===== config.mk =====
export PLATFORM = sky130hd
export DESIGN_NAME = alpha_mul_ilp
export DESIGN_NICKNAME = d
export VERILOG_FILES = /design/src/rtl/ilp_pkg.sv /design/src/rtl/alpha_shift.sv /design/src/rtl/ilp_predict.sv /design/src/rtl/ilp_regen.sv /design/src/rtl/alpha_mul_ilp.sv
export SDC_FILE = /design/constraint.sdc
export NUM_CORES = 1
export LEC_CHECK = 0
export ABC_AREA = 0
export BUFFER_PORTS_ARGS = -buffer_cell sky130_fd_sc_hd__buf_2
export CAP_MARGIN = 20
export CORE_MARGIN = 5
export CORE_UTILIZATION = 45
export CTS_BUF_LIST = sky130_fd_sc_hd__clkbuf_8
export DETAILED_ROUTE_END_ITERATION = 10
export GPL_ROUTABILITY_DRIVEN = 0
export PLACE_DENSITY = 0.86
export SLEW_MARGIN = 15
export SYNTH_ARGS = -nofsm -noshare
export SYNTH_HDL_FRONTEND = slang
export SYNTH_SLANG_ARGS = --single-unit

===== constraint.sdc =====
create_clock -name clk -period 3 [get_ports clk]
set_input_delay 0.6 -clock clk [delete_from_list [all_inputs] [get_ports clk]]
set_output_delay 0.6 -clock clk [all_outputs]
set_load 0.005 [all_outputs]

===== src/rtl/ilp_pkg.sv =====
package ilp_pkg;

  localparam int MAX_W = 1024;

  // Parity of the polynomial coefficients that fall in interleaved segment seg.
  function automatic logic seg_poly_parity(logic [MAX_W-1:0] poly, int m, int k, int seg);
    logic acc;
    acc = 1'b0;
    for (int i = 0; i < MAX_W; i++) begin
      if (i < m && (i % k) == seg) acc = acc ^ poly[i];
    end
    return acc;
  endfunction

endpackage


===== src/rtl/alpha_shift.sv =====
module alpha_shift #(
  parameter int          M    = 16,
  parameter logic [M-1:0] POLY = 16'h002D
) (
  input  logic [M-1:0] a,
  output logic [M-1:0] y
);

  logic top;
  assign top = a[M-1];

  // Bit 0: only the constant polynomial term can feed it.
  generate
    if (POLY[0]) begin : g_b0_tap
      assign y[0] = top;
    end else begin : g_b0_none
      assign y[0] = 1'b0;
    end

    for (genvar i = 1; i < M; i++) begin : g_bit
      if (POLY[i]) begin : g_tap
        assign y[i] = a[i-1] ^ top;
      end else begin : g_wire
        assign y[i] = a[i-1];
      end
    end
  endgenerate

endmodule


===== src/rtl/ilp_predict.sv =====
module ilp_predict #(
  parameter int           M    = 16,
  parameter int           K    = 4,
  parameter logic [M-1:0] POLY = 16'h002D
) (
  input  logic         top,
  input  logic [K-1:0] par_in,
  output logic [K-1:0] par_out
);

  import ilp_pkg::*;

  generate
    for (genvar j = 0; j < K; j++) begin : g_seg
      localparam logic PF = seg_poly_parity(MAX_W'(POLY), M, K, j);
      if (j == 0) begin : g_first
        // Source segment K-1 loses a[M-1], which wraps into reduction.
        if (PF) begin : g_plain
          assign par_out[0] = par_in[K-1];
        end else begin : g_flip
          assign par_out[0] = par_in[K-1] ^ top;
        end
      end else begin : g_rest
        if (PF) begin : g_flip
          assign par_out[j] = par_in[j-1] ^ top;
        end else begin : g_plain
          assign par_out[j] = par_in[j-1];
        end
      end
    end
  endgenerate

endmodule


===== src/rtl/ilp_regen.sv =====
module ilp_regen #(
  parameter int M = 16,
  parameter int K = 4
) (
  input  logic [M-1:0] v,
  output logic [K-1:0] par
);

  localparam int L = M / K;

  generate
    for (genvar j = 0; j < K; j++) begin : g_seg
      logic [L-1:0] members;
      for (genvar i = 0; i < L; i++) begin : g_pick
        assign members[i] = v[i*K + j];
      end
      assign par[j] = ^members;
    end
  endgenerate

endmodule


===== src/rtl/alpha_mul_ilp.sv =====
module alpha_mul_ilp #(
  parameter int           M        = 16,
  parameter int           K        = 4,
  parameter logic [M-1:0] POLY     = 16'h002D,
  parameter bit           CHECK_EN = 1'b1
) (
  input  logic         clk,
  input  logic         rst,
  input  logic [M-1:0] a_in,
  input  logic [K-1:0] par_in,
  output logic [M-1:0] prod_q,
  output logic [K-1:0] par_q,
  output logic         err_q
);

  generate
    if (K < 1 || (M % K) != 0) begin : g_bad_split
      $error("alpha_mul_ilp: K must divide M");
    end
  endgenerate

  logic [M-1:0] prod_d;
  logic [K-1:0] pred_d;
  logic         err_d;

  alpha_shift #(.M(M), .POLY(POLY)) i_shift (
    .a (a_in),
    .y (prod_d)
  );

  ilp_predict #(.M(M), .K(K), .POLY(POLY)) i_pred (
    .top     (a_in[M-1]),
    .par_in  (par_in),
    .par_out (pred_d)
  );

  generate
    if (CHECK_EN) begin : g_check
      logic [K-1:0] regen;
      ilp_regen #(.M(M), .K(K)) i_regen (
        .v   (prod_d),
        .par (regen)
      );
      assign err_d = |(regen ^ pred_d);
    end else begin : g_nocheck
      assign err_d = 1'b0;
    end
  endgenerate

  always_ff @(posedge clk) begin
    if (rst) begin
      prod_q <= '0;
      par_q  <= '0;
      err_q  <= 1'b0;
    end else begin
      prod_q <= prod_d;
      par_q  <= pred_d;
      err_q  <= err_d;
    end
  end

  // Assertion support: true parity of the operand, separate from the datapath.
  logic [K-1:0] in_true_par;
  ilp_regen #(.M(M), .K(K)) i_in_regen (
    .v   (a_in),
    .par (in_true_par)
  );

  AST_RESET_CLEAR: assert property (@(posedge clk)
    rst |=> (prod_q == '0 && par_q == '0 && !err_q));

  AST_PLAIN_SHIFT: assert property (@(posedge clk) disable iff (rst)
    !a_in[M-1] |=> prod_q == {$past(a_in[M-2:0]), 1'b0});

  AST_PAR_ROTATE: assert property (@(posedge clk) disable iff (rst)
    !a_in[M-1] |=> par_q == {$past(par_in[K-2:0]), $past(par_in[K-1])});

  AST_CLEAN_NO_ERR: assert property (@(posedge clk) disable iff (rst)
    (par_in == in_true_par) |=> !err_q);

  AST_ZERO_OPERAND: assert property (@(posedge clk) disable iff (rst)
    (a_in == '0 && par_in == '0) |=> (prod_q == '0 && par_q == '0 && !err_q));

endmodule


==> results of run 1 <==
-- final timing paths --
kind	end	slack [ns]	depth (start not counted)
worst min-delay path	prod_q[13]	0.58	2
worst max-delay path	err_q	1.61	4
-- through the flow --
stage | setup slack (ns) | total power [uW] | util, % | instance area, um^2
after global routing | 1.519 | 599.1 | 61.57 | 1028
after CTS | 1.613 | 577.1 | 61.57 | 1028
final | 1.614 | 573.1 | 61.57 | 1028
after global placement | 1.392 | 402.2 | 58.88 | 983.4
after detailed placement | 1.349 | 404.4 | 58.88 | 983.4
after floorplan | 1.535 | 365.0 | - | 770.7
-- cell families after synthesis --
| family | Yosys count | synth area share [%] |
|---|---|---|
| buffers and inverters | 3 | 2.435 |
| AOI/OAI and AO/OA | 1 | 1.137 |
| DFF | 21 | 54.55 |
| xor gates and xnor gates | 18 | 27.60 |
| and+or+nand+nor | 20 | 14.28 |
-- routing by layer --
| metal | part of all wire, % | up-vias |
|---|---|---|
| met1 | 37 | 238 |
| met4 | 1.1 | 0 |
| li1 | - | 280 |
| met2 | 52 | 22 |
| met5 | 0 | - |
| met3 | 10 | 2 |
-- flip-flops by register name, indices dropped and copies added, names as in the netlist --
| signal | cells |
|---|---|
| prod_q | 16 |
| err_q | 1 |
| par_q | 4 |
-- where the power goes --
part | internal [uW] | total (uW) | switching (uW)
combinational | 57.5 | 96.9 | 39.4
sequential | 296 | 300 | 3.31
clock | 90.9 | 176 | 85.5
total | 445 | 573 | 128
-- final cells by class --
cell class / count / area, um^2 / share of cell area (%)
flip-flops and latches: 21 / 420.4 / 40.88
multi-input cells: 39 / 331.6 / 32.24
repair buffers: 42 / 210.2 / 20.44
clock buffers: 3 / 41.29 / 4.015
well taps: 17 / 21.27 / 2.068
clock inverters: 1 / 3.754 / 0.3650
-- cell usage in the layout (no fill, tap or decap) --
master / instances
a41oi_1: 1
buf_2: 42
clkbuf_8: 3
dfxtp_1: 21
inv_1: 1
nor2_1: 6
nor2b_1: 14
xnor2_1: 14
xnor3_1: 4
==> results by group, run 1 <==
Run status
  • Outcome: finished clean

Global routing
  • Met2 Usage GRT: 19.49%
  • M1 GR Usage: 11.59%
  • First-pass GRT wire length: 2.187 mm
  • Number of antenna violations at the first check in global routing: 0
  • Gr ovfl total: 0
  • Number of global-route vias before repair: 514
  • Global-route usage over all layers: 11.17%
  • Largest net degree at the start of global routing: 22
  • Gr busiest metal: met2
  • Fraction of met3 tracks used by global routing: 3.499%

Drt
  • Violation count after the first detailed-routing iteration: 1
  • Total vias in the final route: 542
  • Via density: 4.407
  • DRT antenna net count: 0
  • Routed WL per cell: 11.49 um
  • WL final: 1.413 mm
  • Number of iterations in the first detailed-routing pass: 2
  • DRC violation count after routing: 0

Final layout
  • Area growth from synthesis to layout: 33.44%
  • Total inserted antenna cells: 0
  • Fill cells: 143
  • Net count, final: 129
  • Post-route insts no fill: 123
  • Ratio of cells with drive above 1 in the final layout: 42.45%

Timing
  • RSZ-0062 raised after global routing: false
  • Fin crit period: 1.386 ns
  • Highest achievable clock rate: 0.7215 GHz
  • Sum of negative setup slack: 0 ns
  • Post-route worst hold slack: 0.5763 ns
  • Worst slew margin: 75.51%
  • Max Slew Vio Count: 0
  • Setup violations, final: 0
  • Final hold violation count: 0
  • Slew at the pin closest to its max-slew limit: 0.3674 ns
  • Part of the cycle the worst path needs: 46.20%

Clock tree
  • Post-CTS setup buffer count: 0
  • Root buffer selected by CTS: clkbuf_8
  • Total clock buffers created by CTS: 3
  • Clock-pin slew on the worst setup and hold paths: 0.07 ns
  • Number of buffers added to fix hold violations after cts: 0
  • CTS sink cnt: 21
  • Count of instances resized after the clock tree is built: 0
  • TritonCTS clock tree: yes
  • Buffer depth of the longest clock path: 2
  • H-tree depth reported by CTS: 1

Power
  • Power Density: 557.2 nW/um^2
  • Leak pwr: 0.0005191 uW
  • VDD IR-drop max: 0.0003105 V

Critical path
  • Data arrival time of the worst path: 1.51 ns
  • Cell type group with the largest total delay on the critical path: XOR/XNOR gates
  • Cell Chain, Critical Path: buf_2 > xnor3_1 > xnor2_1 > a41oi_1
  • Launching instance or port of the critical path: a_in[15]
  • Setup CP Type: in -> reg
  • Master of the slowest instance on the critical path: xnor3_1
  • Crit path buf inv count: 1
  • Crit path max fanout: 8
  • Startpoint type of the worst setup path: primary input
  • Endpoint required time on the critical path: 3.13 ns
  • Worst path max stage delay: 0.45 ns
  • Endpoint type of the worst setup path: flop

Placement
  • Number of placed instances with taps included: 119
  • Number of buffers added on ports: 42

Synthesis
  • Area fraction of the dominant cell type after synthesis: 54.55%
  • Sequential element share of the synthesized area: 54.55%
  • Netlist area before placement: 770.7 um^2
  • Dominant cell type by area after synthesis: dfxtp_1
  • Share of flip-flops with an asynchronous set or reset after synthesis: 0%
  • Largest cells by area after synthesis: dfxtp_1, xnor2_1, xnor3_1, nor2b_1, nor2_1
  • Mean instance size in the synthesized netlist: 12.23 um^2
  • Most instantiated library cell after synthesis: dfxtp_1
  • Number of enable-type register cells in the synthesized netlist: 0
  • Yosys warnings: 0
  • Number of standard cells after synthesis: 63
  • Most used standard cells in the synthesized netlist: dfxtp_1, nor2b_1, xnor2_1
  • Flip-flop and latch count after synthesis: 21
  • Post-synth cell types: 8
  • Main flop type after synthesis: dfxtp_1
  • Syn_nets: 85

Worst hold path
  • HP Start: a_in[12]
  • Hold WC Path Type: in -> reg

Run
  • Max-cap violations: 0

Die
  • Site Rows: 15
  • Effective utilization at floorplan: 46.14%
  • Width of the chip: 51.39 um
  • Number of top-level pins: 43
  • Y dimension of the die: 51.39 um
  • Overall die area: 2640 um^2
  • Area of the core: 1670 um^2
No activity file was read; power rests on OpenSTA's default activity.
==> inputs of run 2 (changes only) <==
CORE_UTILIZATION = 44   (was 45)
PLACE_DENSITY = 0.85   (was 0.86)
clock period = 1.4 ns   (was 3 ns; I/O delays follow)
==> run 2 against run 1 <==
  * Cell area is 0.73% higher
  * Clock power is 110% higher
  * Clock-buffer cell count stayed put
  * Via count is 3.1% higher
  * Critical path depth stayed put
  * Critical path type unchanged
  * Largest power group unchanged
  * Die area is 1.8% higher
  * Sequential cell count stayed put
  * Largest cell class unchanged
  * Global-route usage is 0.29 points higher
  * Combinational power is 120% higher
==> results by group, run 2 (same netlist as run 1, synthesis figures left out) <==
Power
  • Share of total power in sequential cells: 53.0%
  • Switching share of power: 21.33%
  • VDD IR-drop max: 0.0005963 V
  • Leak pwr: 0.0005239 uW
  • Part of the total power dissipated in combinational logic: 17.2%
  • Portion of total power attributed to the clock network: 29.7%
  • Switching power total: 258.9 uW
  • Power Density: 1172 nW/um^2
  • Internal Power: 954.8 uW

Final layout
  • Fill cells: 144
  • Area growth from synthesis to layout: 34.42%
  • Total inserted antenna cells: 0
  • Biggest register: prod_q
  • Regs by FF count: prod_q x16, par_q x4, err_q x1
  • Commonest non-fill, non-tap cell in the layout: buf_2
  • Largest register FFs: 16
  • Leading cell types in the layout, fill and taps excluded: buf_2, dfxtp_1, xnor2_1, nor2b_1, nor2_1
  • Net count, final: 130
  • Ratio of cells with drive above 1 in the final layout: 42.99%

Die
  • Number of top-level pins: 43
  • Area of the core: 1689 um^2
  • Site Rows: 15
  • Width of the chip: 51.86 um
  • Effective utilization at floorplan: 45.63%
  • Y dimension of the die: 51.86 um
  • Overall die area: 2689 um^2

Run
  • Max-cap violations: 0

Drt
  • Routed WL per cell: 11.43 um
  • Via density: 4.508
  • Violation count after the first detailed-routing iteration: 1
  • DRC violation count after routing: 0
  • Number of iterations in the first detailed-routing pass: 2
  • DRT antenna net count: 0
  • WL final: 1.417 mm
  • Total vias in the final route: 559

Critical path
  • Startpoint type of the worst setup path: primary input
  • Data arrival time of the worst path: 1.10 ns
  • Cell type group with the largest total delay on the critical path: XOR/XNOR gates
  • Master of the slowest instance on the critical path: xnor3_1
  • Crit path buf inv count: 1
  • Worst path max stage delay: 0.40 ns
  • Endpoint type of the worst setup path: flop
  • Endpoint required time on the critical path: 1.52 ns
  • Crit path max fanout: 2
  • Cell Chain, Critical Path: buf_2 > xnor3_1 > xnor2_1 > a41oi_1
  • Setup CP Type: in -> reg

Timing
  • Part of the cycle the worst path needs: 69.80%
  • Highest achievable clock rate: 1.023 GHz
  • Sum of negative setup slack: 0 ns
  • Fin crit period: 0.9772 ns
  • Post-route worst hold slack: 0.2645 ns
  • Setup violations, final: 0
  • Slew at the pin closest to its max-slew limit: 0.3458 ns
  • Final hold violation count: 0
  • Max Slew Vio Count: 0
  • RSZ-0062 raised after global routing: false
  • Worst slew margin: 76.95%

Global routing
  • First-pass GRT wire length: 2.256 mm
  • Largest net degree at the start of global routing: 22
  • Number of global-route vias before repair: 560
  • Global-route usage over all layers: 11.46%
  • Number of antenna violations at the first check in global routing: 0
  • Gr ovfl total: 0

Clock tree
  • Total clock buffers created by CTS: 3
  • Count of instances resized after the clock tree is built: 0
  • TritonCTS clock tree: yes
  • H-tree depth reported by CTS: 1
  • Number of buffers added to fix hold violations after cts: 0
  • Root buffer selected by CTS: clkbuf_8
  • Post-CTS setup buffer count: 0
  • CTS sink cnt: 21
  • Buffer depth of the longest clock path: 2
  • Clock-pin slew on the worst setup and hold paths: 0.07 ns

Placement
  • Number of buffers added on ports: 42
  • Post-detail-place hpwl: 1.172 mm

Worst hold path
  • HP Start: a_in[12]
  • Count of cells along the worst hold path: 2
  • Worst min-delay path endpoint: prod_q[13]
  • Hold WC Path Type: in -> reg

Run status
  • Outcome: finished clean
## run 2: per-layer routing
layer | track usage [%] | vias up | part of all wire [%]
li1 | - | 280 | -
met1 | 10.89 | 254 | 37
met2 | 21.76 | 23 | 51
met3 | 3.725 | 2 | 10
met4 | 5.240 | 0 | 1.9
met5 | 0 | - | 0
## run 2: area by class of cell
type / count / area, um^2 / share of cell area (%)
clock buffers: 3 / 41.29 / 3.986
clock inverters: 1 / 3.754 / 0.3623
multi-input cells: 39 / 331.6 / 32.00
flip-flops and latches: 21 / 420.4 / 40.58
well taps: 17 / 21.27 / 2.053
repair buffers: 43 / 217.7 / 21.01
## run 2: stage by stage
stage               area, um^2  instances  util, %  power (uW)  worst slack (ns)
finish                    1036        124    61.33        1214            0.4228
global route              1036        124    61.33        1285            0.3876
CTS                       1036        124    61.33        1233            0.4117
detailed placement       991.0        120    58.67       870.8            0.1533
global placement         991.0        120    58.67       864.7            0.1633
floorplan                770.7         63        -       782.0            0.2549
## run 2: power groups by stage
stage               Clock (uW)  Sequential (uW)  Combinational [uW]
finish                     361              644                 209
global route               407              647                 231
CTS                        375              644                 214
detailed placement           0              657                 213
global placement             0              656                 209
floorplan                    0              665                 117
## run 2: worst max-delay path by stage
stage                     startpoint     to  slack, ns  cells past startpoint
after detailed placement   par_in[0]  err_q       0.15                      4
after global routing       par_in[0]  err_q       0.39                      4
final                      par_in[0]  err_q       0.42                      4
after floorplan             a_in[15]  err_q       0.25                      4
after CTS                  par_in[0]  err_q       0.41                      4
after global placement     par_in[0]  err_q       0.16                      4
